<file path="config.mk">
export PLATFORM = sky130hd
export DESIGN_NAME = lpd_decim_fir
export DESIGN_NICKNAME = d
export VERILOG_FILES = /design/src/rtl/lpd_pkg.sv /design/src/rtl/lpd_delay_ram.sv /design/src/rtl/lpd_seq.sv /design/src/rtl/lpd_mac.sv /design/src/rtl/lpd_decim_fir.sv
export SDC_FILE = /design/constraint.sdc
export NUM_CORES = 1
export LEC_CHECK = 0
export CAP_MARGIN = 20
export CORE_MARGIN = 2
export CORE_UTILIZATION = 35
export DETAILED_ROUTE_END_ITERATION = 7
export GPL_TIMING_DRIVEN = 0
export PLACE_DENSITY = 0.55
export SYNTH_ARGS = -nofsm -noshare
export SYNTH_HDL_FRONTEND = slang
export SYNTH_SLANG_ARGS = --single-unit
</file>
<file path="constraint.sdc">
create_clock -name clk -period 17 [get_ports clk]
set_input_delay 3.4 -clock clk [delete_from_list [all_inputs] [get_ports clk]]
set_output_delay 3.4 -clock clk [all_outputs]
set_load 0.01 [all_outputs]
</file>
<file path="src/rtl/lpd_pkg.sv">
package lpd_pkg;
  localparam int SMP_W     = 12;
  localparam int TAPS      = 49;
  localparam int DECIM     = 8;
  localparam int COEF_W    = 16;
  localparam int COEF_STEP = 64;
  localparam int OUT_W     = 16;
  localparam int SHIFT     = 10;

  // triangular symmetric lowpass kernel: weight grows toward the centre tap
  function automatic int coef_of(input int idx, input int taps, input int step);
    int m;
    m = (idx <= (taps - 1) / 2) ? idx : (taps - 1 - idx);
    return step * (m + 1);
  endfunction
endpackage

</file>
<file path="src/rtl/lpd_delay_ram.sv">
module lpd_delay_ram #(
  parameter int W     = 12,
  parameter int DEPTH = 64,
  localparam int AW   = $clog2(DEPTH)
) (
  input  logic          clk,
  input  logic          we,
  input  logic [AW-1:0] waddr,
  input  logic [W-1:0]  wdata,
  input  logic [AW-1:0] raddr_a,
  input  logic [AW-1:0] raddr_b,
  output logic [W-1:0]  rdata_a,
  output logic [W-1:0]  rdata_b
);
  logic [W-1:0] mem [DEPTH];

  always_ff @(posedge clk) begin
    if (we) mem[waddr] <= wdata;
    rdata_a <= mem[raddr_a];
    rdata_b <= mem[raddr_b];
  end
endmodule

</file>
<file path="src/rtl/lpd_seq.sv">
module lpd_seq #(
  parameter int TAPS  = 49,
  parameter int DECIM = 8,
  parameter int AW    = 6,
  localparam int HALF = (TAPS - 1) / 2,
  localparam int SW   = $clog2(HALF + 1),
  localparam int FW   = $clog2(TAPS + 1),
  localparam int PW   = (DECIM > 1) ? $clog2(DECIM) : 1
) (
  input  logic          clk,
  input  logic          rst,
  input  logic          in_vld,
  output logic          wr_en,
  output logic [AW-1:0] wr_addr,
  output logic [AW-1:0] rd_a,
  output logic [AW-1:0] rd_b,
  output logic [SW-1:0] tap_idx,
  output logic          ok_a,
  output logic          ok_b,
  output logic          iss_vld,
  output logic          iss_first,
  output logic          iss_last,
  output logic          busy
);
  logic [AW-1:0] wr_ptr, base;
  logic [PW-1:0] phase;
  logic [FW-1:0] fill;
  logic [SW-1:0] step;
  logic          wrap;

  assign wrap = (phase == PW'(DECIM - 1));

  always_ff @(posedge clk) begin
    if (rst) begin
      wr_ptr <= '0;
      base   <= '0;
      phase  <= '0;
      fill   <= '0;
      busy   <= 1'b0;
      step   <= '0;
    end else begin
      if (busy) begin
        if (step == SW'(HALF)) busy <= 1'b0;
        else                   step <= step + 1'b1;
      end
      if (in_vld) begin
        wr_ptr <= wr_ptr + 1'b1;
        base   <= wr_ptr;
        if (fill != FW'(TAPS)) fill <= fill + 1'b1;
        phase  <= wrap ? '0 : phase + 1'b1;
        if (wrap) begin
          busy <= 1'b1;
          step <= '0;
        end
      end
    end
  end

  assign wr_en     = in_vld;
  assign wr_addr   = wr_ptr;
  assign rd_a      = base - AW'(step);
  assign rd_b      = base - AW'(TAPS - 1 - int'(step));
  assign tap_idx   = step;
  assign ok_a      = int'(step) < int'(fill);
  assign ok_b      = (step != SW'(HALF)) && ((TAPS - 1 - int'(step)) < int'(fill));
  assign iss_vld   = busy;
  assign iss_first = (step == '0);
  assign iss_last  = (step == SW'(HALF));

  // caller keeps strobes away while taps are still being read
  a_r8_no_strobe_busy: assert property (@(posedge clk) disable iff (rst)
    in_vld |-> !busy);
  // the tap sequence never starts before any sample has been written
  a_r4_fill_on_start: assert property (@(posedge clk) disable iff (rst)
    $rose(busy) |-> fill != '0);
endmodule

</file>
<file path="src/rtl/lpd_mac.sv">
module lpd_mac #(
  parameter int SMP_W     = 12,
  parameter int COEF_W    = 16,
  parameter int OUT_W     = 16,
  parameter int SHIFT     = 10,
  parameter int TAPS      = 49,
  parameter int COEF_STEP = 64,
  parameter int SW        = 5,
  localparam int PROD_W   = SMP_W + 1 + COEF_W,
  localparam int ACC_W    = PROD_W + $clog2(TAPS)
) (
  input  logic                    clk,
  input  logic                    rst,
  input  logic                    iss_vld,
  input  logic                    iss_first,
  input  logic                    iss_last,
  input  logic [SW-1:0]           tap_idx,
  input  logic                    ok_a,
  input  logic                    ok_b,
  input  logic signed [SMP_W-1:0] smp_a,
  input  logic signed [SMP_W-1:0] smp_b,
  output logic                    out_vld,
  output logic signed [OUT_W-1:0] out_data
);
  localparam logic signed [ACC_W-1:0] HALF_LSB = ACC_W'(1) <<< (SHIFT - 1);
  localparam logic signed [ACC_W-1:0] MAXV     = (ACC_W'(1) <<< (OUT_W - 1)) - ACC_W'(1);
  localparam logic signed [ACC_W-1:0] MINV     = -(ACC_W'(1) <<< (OUT_W - 1));

  // stage 1: aligned with the synchronous RAM read
  logic s1_vld, s1_first, s1_last, s1_ok_a, s1_ok_b;
  logic signed [COEF_W-1:0] s1_coef;
  // stage 2: pre-add and multiply
  logic s2_vld, s2_first, s2_last;
  logic signed [PROD_W-1:0] s2_prod;
  // stage 3: accumulate
  logic s3_vld, s3_last;
  logic signed [ACC_W-1:0] acc;

  logic signed [SMP_W:0]   opa, opb, pre;
  logic signed [ACC_W-1:0] prod_x, rnd_sum, rnd;

  assign opa    = s1_ok_a ? {smp_a[SMP_W-1], smp_a} : '0;
  assign opb    = s1_ok_b ? {smp_b[SMP_W-1], smp_b} : '0;
  assign pre    = opa + opb;
  assign prod_x = {{(ACC_W - PROD_W){s2_prod[PROD_W-1]}}, s2_prod};
  assign rnd_sum = acc + HALF_LSB;
  assign rnd    = rnd_sum >>> SHIFT;

  always_ff @(posedge clk) begin
    if (rst) begin
      s1_vld <= 1'b0; s1_first <= 1'b0; s1_last <= 1'b0;
      s1_ok_a <= 1'b0; s1_ok_b <= 1'b0; s1_coef <= '0;
      s2_vld <= 1'b0; s2_first <= 1'b0; s2_last <= 1'b0; s2_prod <= '0;
      s3_vld <= 1'b0; s3_last <= 1'b0; acc <= '0;
      out_vld <= 1'b0; out_data <= '0;
    end else begin
      s1_vld   <= iss_vld;
      s1_first <= iss_first;
      s1_last  <= iss_last;
      s1_ok_a  <= ok_a;
      s1_ok_b  <= ok_b;
      s1_coef  <= COEF_W'(lpd_pkg::coef_of(int'(tap_idx), TAPS, COEF_STEP));

      s2_vld   <= s1_vld;
      s2_first <= s1_first;
      s2_last  <= s1_last;
      s2_prod  <= pre * s1_coef;

      s3_vld   <= s2_vld;
      s3_last  <= s2_last;
      if (s2_vld) acc <= s2_first ? prod_x : acc + prod_x;

      out_vld <= s3_vld && s3_last;
      if (s3_vld && s3_last) begin
        if (rnd > MAXV)      out_data <= MAXV[OUT_W-1:0];
        else if (rnd < MINV) out_data <= MINV[OUT_W-1:0];
        else                 out_data <= rnd[OUT_W-1:0];
      end
    end
  end

  // a result is flagged for exactly one clock
  a_r7_single_pulse: assert property (@(posedge clk) disable iff (rst)
    out_vld |=> !out_vld);
  // output word only moves together with the valid pulse
  a_r7_hold: assert property (@(posedge clk) disable iff (rst)
    !out_vld |-> $stable(out_data));
  // a sum is seeded by its first product before it is published
  a_r3_first_then_last: assert property (@(posedge clk) disable iff (rst)
    (s2_vld && s2_last) |-> $past(s2_vld));
endmodule

</file>
<file path="src/rtl/lpd_decim_fir.sv">
module lpd_decim_fir #(
  parameter int SMP_W     = lpd_pkg::SMP_W,
  parameter int TAPS      = lpd_pkg::TAPS,
  parameter int DECIM     = lpd_pkg::DECIM,
  parameter int COEF_W    = lpd_pkg::COEF_W,
  parameter int COEF_STEP = lpd_pkg::COEF_STEP,
  parameter int OUT_W     = lpd_pkg::OUT_W,
  parameter int SHIFT     = lpd_pkg::SHIFT
) (
  input  logic                    clk,
  input  logic                    rst,
  input  logic                    in_vld,
  input  logic signed [SMP_W-1:0] in_smp,
  output logic                    out_vld,
  output logic signed [OUT_W-1:0] out_smp
);
  localparam int AW    = $clog2(TAPS);
  localparam int DEPTH = 1 << AW;
  localparam int HALF  = (TAPS - 1) / 2;
  localparam int SW    = $clog2(HALF + 1);

  logic          wr_en, ok_a, ok_b, iss_vld, iss_first, iss_last, busy;
  logic [AW-1:0] wr_addr, rd_a, rd_b;
  logic [SW-1:0] tap_idx;
  logic [SMP_W-1:0] rdata_a, rdata_b;

  lpd_seq #(.TAPS(TAPS), .DECIM(DECIM), .AW(AW)) seq_i (
    .clk(clk), .rst(rst), .in_vld(in_vld),
    .wr_en(wr_en), .wr_addr(wr_addr), .rd_a(rd_a), .rd_b(rd_b),
    .tap_idx(tap_idx), .ok_a(ok_a), .ok_b(ok_b),
    .iss_vld(iss_vld), .iss_first(iss_first), .iss_last(iss_last), .busy(busy)
  );

  lpd_delay_ram #(.W(SMP_W), .DEPTH(DEPTH)) ram_i (
    .clk(clk), .we(wr_en), .waddr(wr_addr), .wdata(in_smp),
    .raddr_a(rd_a), .raddr_b(rd_b), .rdata_a(rdata_a), .rdata_b(rdata_b)
  );

  lpd_mac #(.SMP_W(SMP_W), .COEF_W(COEF_W), .OUT_W(OUT_W), .SHIFT(SHIFT),
            .TAPS(TAPS), .COEF_STEP(COEF_STEP), .SW(SW)) mac_i (
    .clk(clk), .rst(rst), .iss_vld(iss_vld), .iss_first(iss_first),
    .iss_last(iss_last), .tap_idx(tap_idx), .ok_a(ok_a), .ok_b(ok_b),
    .smp_a(rdata_a), .smp_b(rdata_b), .out_vld(out_vld), .out_data(out_smp)
  );

  // each result closes a tap sequence started by a decimating strobe
  a_r2_result_after_seq: assert property (@(posedge clk) disable iff (rst)
    out_vld |-> ($past(busy, 4) && !$past(busy, 3)));
endmodule

</file>
# [Word level (Yosys, flattened, before mapping)]
# Memories as Yosys holds them, arrays and structs flattened. A register that Yosys moved wholly into a read port is not among the register bits.
# Index checks and enable logic that the tools add are counted.
[totals] ff_bits=134 ramBits=768 inputBits=15 out_inout_bits=17 wordCells=65 memories=1
[mem_list] memory="ram_i.mem" depth=64 width=12 read_ports=2 rd_clocked_by_memory_dff=2 wr=1 line="lpd_delay_ram.sv:15" text="logic [W-1:0] mem [DEPTH];"
[op_classes] add_sub_neg=11 n_mul=1 order_cmp=5 eq_ne=4 muxes=17 reduce_logical=4
[op_table] op="$add A35 B11 Y35 const B" n=1
[op_table] op="$add A35 B29 Y35" n=1
[op_table] op="$mux W35" n=1
[op_table] op="$mux W16" n=2
[op_table] op="$mul A13 B16 Y29" n=1
[op_table] op="$mux W13" n=2
[op_table] op="$gt A25 B16 Y1 const B" n=1
[op_table] op="$lt A25 B16 Y1 const B" n=1
[op_table] op="$mux W5" n=4
[op_table] op="$add A13 B13 Y13" n=1
[op_table] op="$add A6 B1 Y6 const B" n=2
[op_table] op="$add A10 B2 Y10 const B" n=1
[op_table] op="$mux W10" n=1
[op_table] op="$lt A7 B7 Y1" n=1
[op_table] op="$sub A6 B5 Y7 const A" n=1
[op_table] op="$lt A5 B6 Y1" n=1
[op_table] op="$mux W1" n=6
[op_table] op="$ne A6 B6 Y1 const B" n=1
[op_table] op="$sub A6 B5 Y6" n=1
[op_table] op="$sub A6 B6 Y6" n=1
[op_table] op="$add A5 B1 Y5 const B" n=1
[op_table] op="$eq A5 B5 Y1 const B" n=1
[op_table] op="$le A5 B5 Y1 const B" n=1
[op_table] op="$logic_not A5 Y1" n=1
[op_table] op="6 further kinds" n=7

# [Logic depth before layout (Yosys ltp)]
[depth] ltp_word=5 mapped_depth=34 depth_no_buf=33

# [Hierarchy]
# A second synthesis with hierarchy kept.
[hier_totals] cells_unflattened=3101 area_unflattened_um2=47411.7
[modules_own_cells] module="lpd_delay_ram" instances=1 cells_each=1807 area_per_inst_um2=36292.3 seq_area_each_um2=23542.6
[modules_own_cells] module="lpd_mac" instances=1 cells_each=1088 area_per_inst_um2=9297.7 seq_area_each_um2=1721.7
[modules_own_cells] module="lpd_seq" instances=1 cells_each=206 area_per_inst_um2=1821.7 seq_area_each_um2=540.5

# [Worst setup path after synthesis]
# No wires, ideal clock.
[synth_timing] path_kind="register -> register" start="register mac_i.s1_ok_b" end="register mac_i.s2_prod[28]" setup_ns=0.128 arrival_time_ns=7.034 required_ns=16.872 path_slack_ns=9.839 stages_incl_launch_ff=31 path_buffers=2 period_less_slack_ns=7.161 path_cell_list="dfxtp_1 clkbuf_1 and2_1 ha_1 nor2b_1 o21ai_0 a21boi_1 o21ai_0 a21oi_1 o21ai_1 a21oi_1 a2111o_1 clkbuf_1 and2_1 fa_1 fa_1 inv_1 fa_1 fa_1 fa_1 ha_1 ha_1 a21o_1 a21o_1 a21oi_1 o21ai_0 o21ai_0 a21oi_1 a31oi_1 xor2_1 nor2_1"
[synth_via] elab_chain_len=3
[synth_lines] element="start: declaration" line="lpd_mac.sv:30" text="logic s1_vld, s1_first, s1_last, s1_ok_a, s1_ok_b;"
[synth_lines] element="start signal: assignment" line="lpd_mac.sv:61" text="s1_ok_b <= ok_b;"
[synth_lines] element="$mux W13" line="lpd_mac.sv:43" text="assign opb = s1_ok_b ? {smp_b[SMP_W-1], smp_b} : '0;"
[synth_lines] element="$add A13 B13 Y13" line="lpd_mac.sv:44" text="assign pre = opa + opb;"
[synth_lines] element="$mul A13 B16 Y29" line="lpd_mac.sv:67" text="s2_prod <= pre * s1_coef;"
[synth_lines] element="end signal: assignment" line="lpd_mac.sv:67"
[synth_lines] element="end: declaration" line="lpd_mac.sv:34" text="logic signed [PROD_W-1:0] s2_prod;"
# No other way between the ends.
# A chain may end at the register's enable or synchronous reset.

# [Worst setup path in the final report]
# Same ends and word-level chain as after synthesis.

==> out/results.tsv <==
metric	value	unit
most common cell after layout, fill and taps aside	nand2_1	
post-synth top area share	48.5	%
most frequent cells in the layout	nand2_1 (958), edfxtp_1 (768), nand3_1 (387)	
PostCTS Resize Cnt	0	
violated checks	design-rule violations	
Max-Cap Viols	0	
num rows	135	
largest net degree at the start of global routing	65	
leading area contributor after synthesis	edfxtp_1	
register area share after synthesis	54.3	%
vias in the first global route	34900	
VDD IR max	0.0882	mV
io pins	32	
post-synthesis cell area	47600	µm²
RSZ-0062 raised after global routing	no	
Hold Vio Cnt, Final	0	
reg-to-reg critical path startpoint	mac_i.s1_ok_b	
# placed instances	6121	
Initial Utilization	35.2	%
adder-cell share of the synthesized area	6.89	%
largest cells by area after synthesis	edfxtp_1 (48%), nand2_1 (7.6%), mux4_2 (6.8%), dfxtp_1 (5.8%), ha_1 (4.2%)	
Final Util	40.2	%
CTS Hold Bufs	0	
ys async rst share	0	%
slew margin rel.	20.6	%
TritonCTS buffer count	102	
clock tree sinks	905	
setup TNS	0	ns
Area after DPL	50800	µm²
Root Driver	clkbuf_16	
Worst Hold Class	reg2reg	
area fraction in compound gates after synthesis	7.28	%
Total Nets Final	4693	
Post-DP HPWL	127000	µm
Data arrival, critical path	9.18	ns
skew final	0.0287	ns
LEAKAGE	19.3	nW
FF+latch count, synth	905	
minimum clock period after layout	8.62	ns
slowest library cell on the worst path	fa_1	
gr ovfl total	0	
CP startpoint kind	flip-flop	
top sig layer	met5	
initial antenna violation count	7	
period utilisation layout	50.7	%
Setup CP Type	reg2reg	
port bufs	30	
Routed Antenna Nets	0	
Routed WL per cell	26.8	µm
GP Congestion	1.03	
Met1 Wirelength	67100	µm
status	finished with violations	
Worst-Skew Late Latency	0.74	ns
Vias	36700	
Power Density	98.3	nW/µm²
core area	135000	µm²
Avg Cell Area, Syn	11.2	µm²
Slew @ Worst Pin	1.19	ns
synth unique cells	75	
crit-path max cell delay	0.55	ns
Die X	373	µm
Detailed Route Iter0 Violations	4723	
Crit. End Element	flip-flop	
first drt pass iteration count	8	
depth of the most critical reg-to-reg path	30	
final setup vio count	0	
fin. max-slew vios	0	
overall power	0.00534	W
cell repeated most along the worst path	fa_1	
Clock transition at path regs	0.06	ns
end of the critical path	mac_i.s2_prod[28]	
final instance area	54400	µm²
share of cells above drive strength 1	10.6	%
RR Endpoint	mac_i.s2_prod[28]	
routed wl met3	17400	µm
Total Wirelength	170000	µm
DIE HEIGHT	373	µm
Syn Inst Count	4251	
CTS Buffer Depth	3	
Vias/cell	5.80	
Synthesis Warnings	0	
number of H-tree levels	3	
simple logic cell fraction of the synthesized area	17.9	%
critical path startpoint	mac_i.s1_ok_b	
Synth Area in XOR/XNOR	1.77	%
area grow syn2layout	14.3	%
achievable frequency	0.116	GHz
Required @ worst endpoint	17.56	ns
Finished Layout Cells	6323	
Die ar.	139000	µm²
mux contribution to synthesized area	8.44	%
Main synth FF type	edfxtp_1	
Setup Buffers After CTS	0	
routed wl met2	76100	µm
CTS tree	yes	
Post-synth EDFFs	768	
critical path fanouts, max	10	
R2R Setup Slk	8.38	ns
first-pass GRT wire length	243000	µm
gr usage total	23.9	%
DRC viols	2	
largest family of logic cells by synthesized area	simple AND/OR/NAND/NOR gates	
[how the worst min path moves through the flow]
stage	start	endpoint	slack, ns	cells after the start
6_report	mac_i.s2_last	mac_i.s3_last	0.43	1
3_3_place_gp	mac_i.s2_last	mac_i.s3_last	0.43	1
5_1_grt	mac_i.s1_last	mac_i.s2_last	0.45	1
2_1_floorplan	mac_i.s1_first	mac_i.s2_first	0.41	1
3_5_place_dp	mac_i.s2_last	mac_i.s3_last	0.42	1
4_1_cts	mac_i.s2_last	mac_i.s3_last	0.44	1
[cell families (layout without fill, tap and decap cells)]
group / count (synthesis) / in the layout
compound gates: 494 / 494
other cells: 1 / 5
xor+xnor: 95 / 95
simple gates: 1909 / 1909
mux: 221 / 221
flops: 905 / 905
fa+ha+maj: 223 / 223
buf+inv: 403 / 690
[critical path, delay by kind of cell (launching register included)]
family | cells | cell delay (ns)
AO/OA/AOI/OAI | 14 | 2.78
AND/OR/NAND/NOR | 4 | 0.80
flip-flops | 1 | 0.43
adder cells (fa/ha/maj) | 8 | 3.58
buffers and inverters | 3 | 0.64
XOR/XNOR | 1 | 0.25
[where the power goes]
part	switching (W)	leakage [nW]	internal [W]
Sequential	0.0000154	8.03	0.00243
Clock	0.000949	1.72	0.00137
Combinational	0.000390	9.59	0.000184
[synth_stat cells (19+ instances only)]
library cell  instances
nand2_1             958
edfxtp_1            768
nand3_1             387
nor2_1              230
clkbuf_1            190
ha_1                158
mux4_2              144
dfxtp_1             137
inv_1               129
o21ai_0              95
nand4_1              90
a21oi_1              81
mux2i_1              76
o22ai_1              75
and2_1               74
fa_1                 65
xnor2_1              54
buf_2                53
a32o_1               48
nor3_1               43
xor2_1               40
nor2b_1              32
a21o_1               29
and3_1               26
a22oi_1              25
nand2b_1             23
buf_1                19
[per-stage QoR]
step | hold slack (ns) | setup slack, ns
finish | 0.434 | 8.38
global route | 0.454 | 7.84
CTS | 0.436 | 8.37
detailed placement | 0.423 | 8.46
global placement | 0.426 | 8.46
floorplan | 0.414 | 9.84
[layer usage]
| layer | vias to the layer above | track usage (%) |
|---|---|---|
| met5 | - | 0 |
| met4 | 8 | 11.3 |
| met2 | 2190 | 37.3 |
| li1 | 16000 | - |
| met1 | 18100 | 31.5 |
| met3 | 430 | 5.28 |
[registers in the layout, summed over array words and instances (netlist names), 3 cells and up]
register and flops:
mac_i.acc 29, mac_i.out_data 16, mac_i.s1_coef 7, mac_i.s2_prod 23
ram_i.mem 768, ram_i.rdata_a 12, ram_i.rdata_b 12, seq_i.base 6
seq_i.fill 6, seq_i.phase 3, seq_i.tap_idx 5, seq_i.wr_addr 6
[layout make-up]
type	instances	area, µm²
Antenna cell	3	7.51
Buffer	274	1160
Clock buffer	119	2680
Clock inverter	69	830
Fill cell	12900	80800
Inverter	129	484
Multi-Input combinational cell	2944	20200
Sequential cell	905	25800
Tap cell	1781	2230
Timing Repair Buffer	99	1010
(Power assumes the default switching activity.)
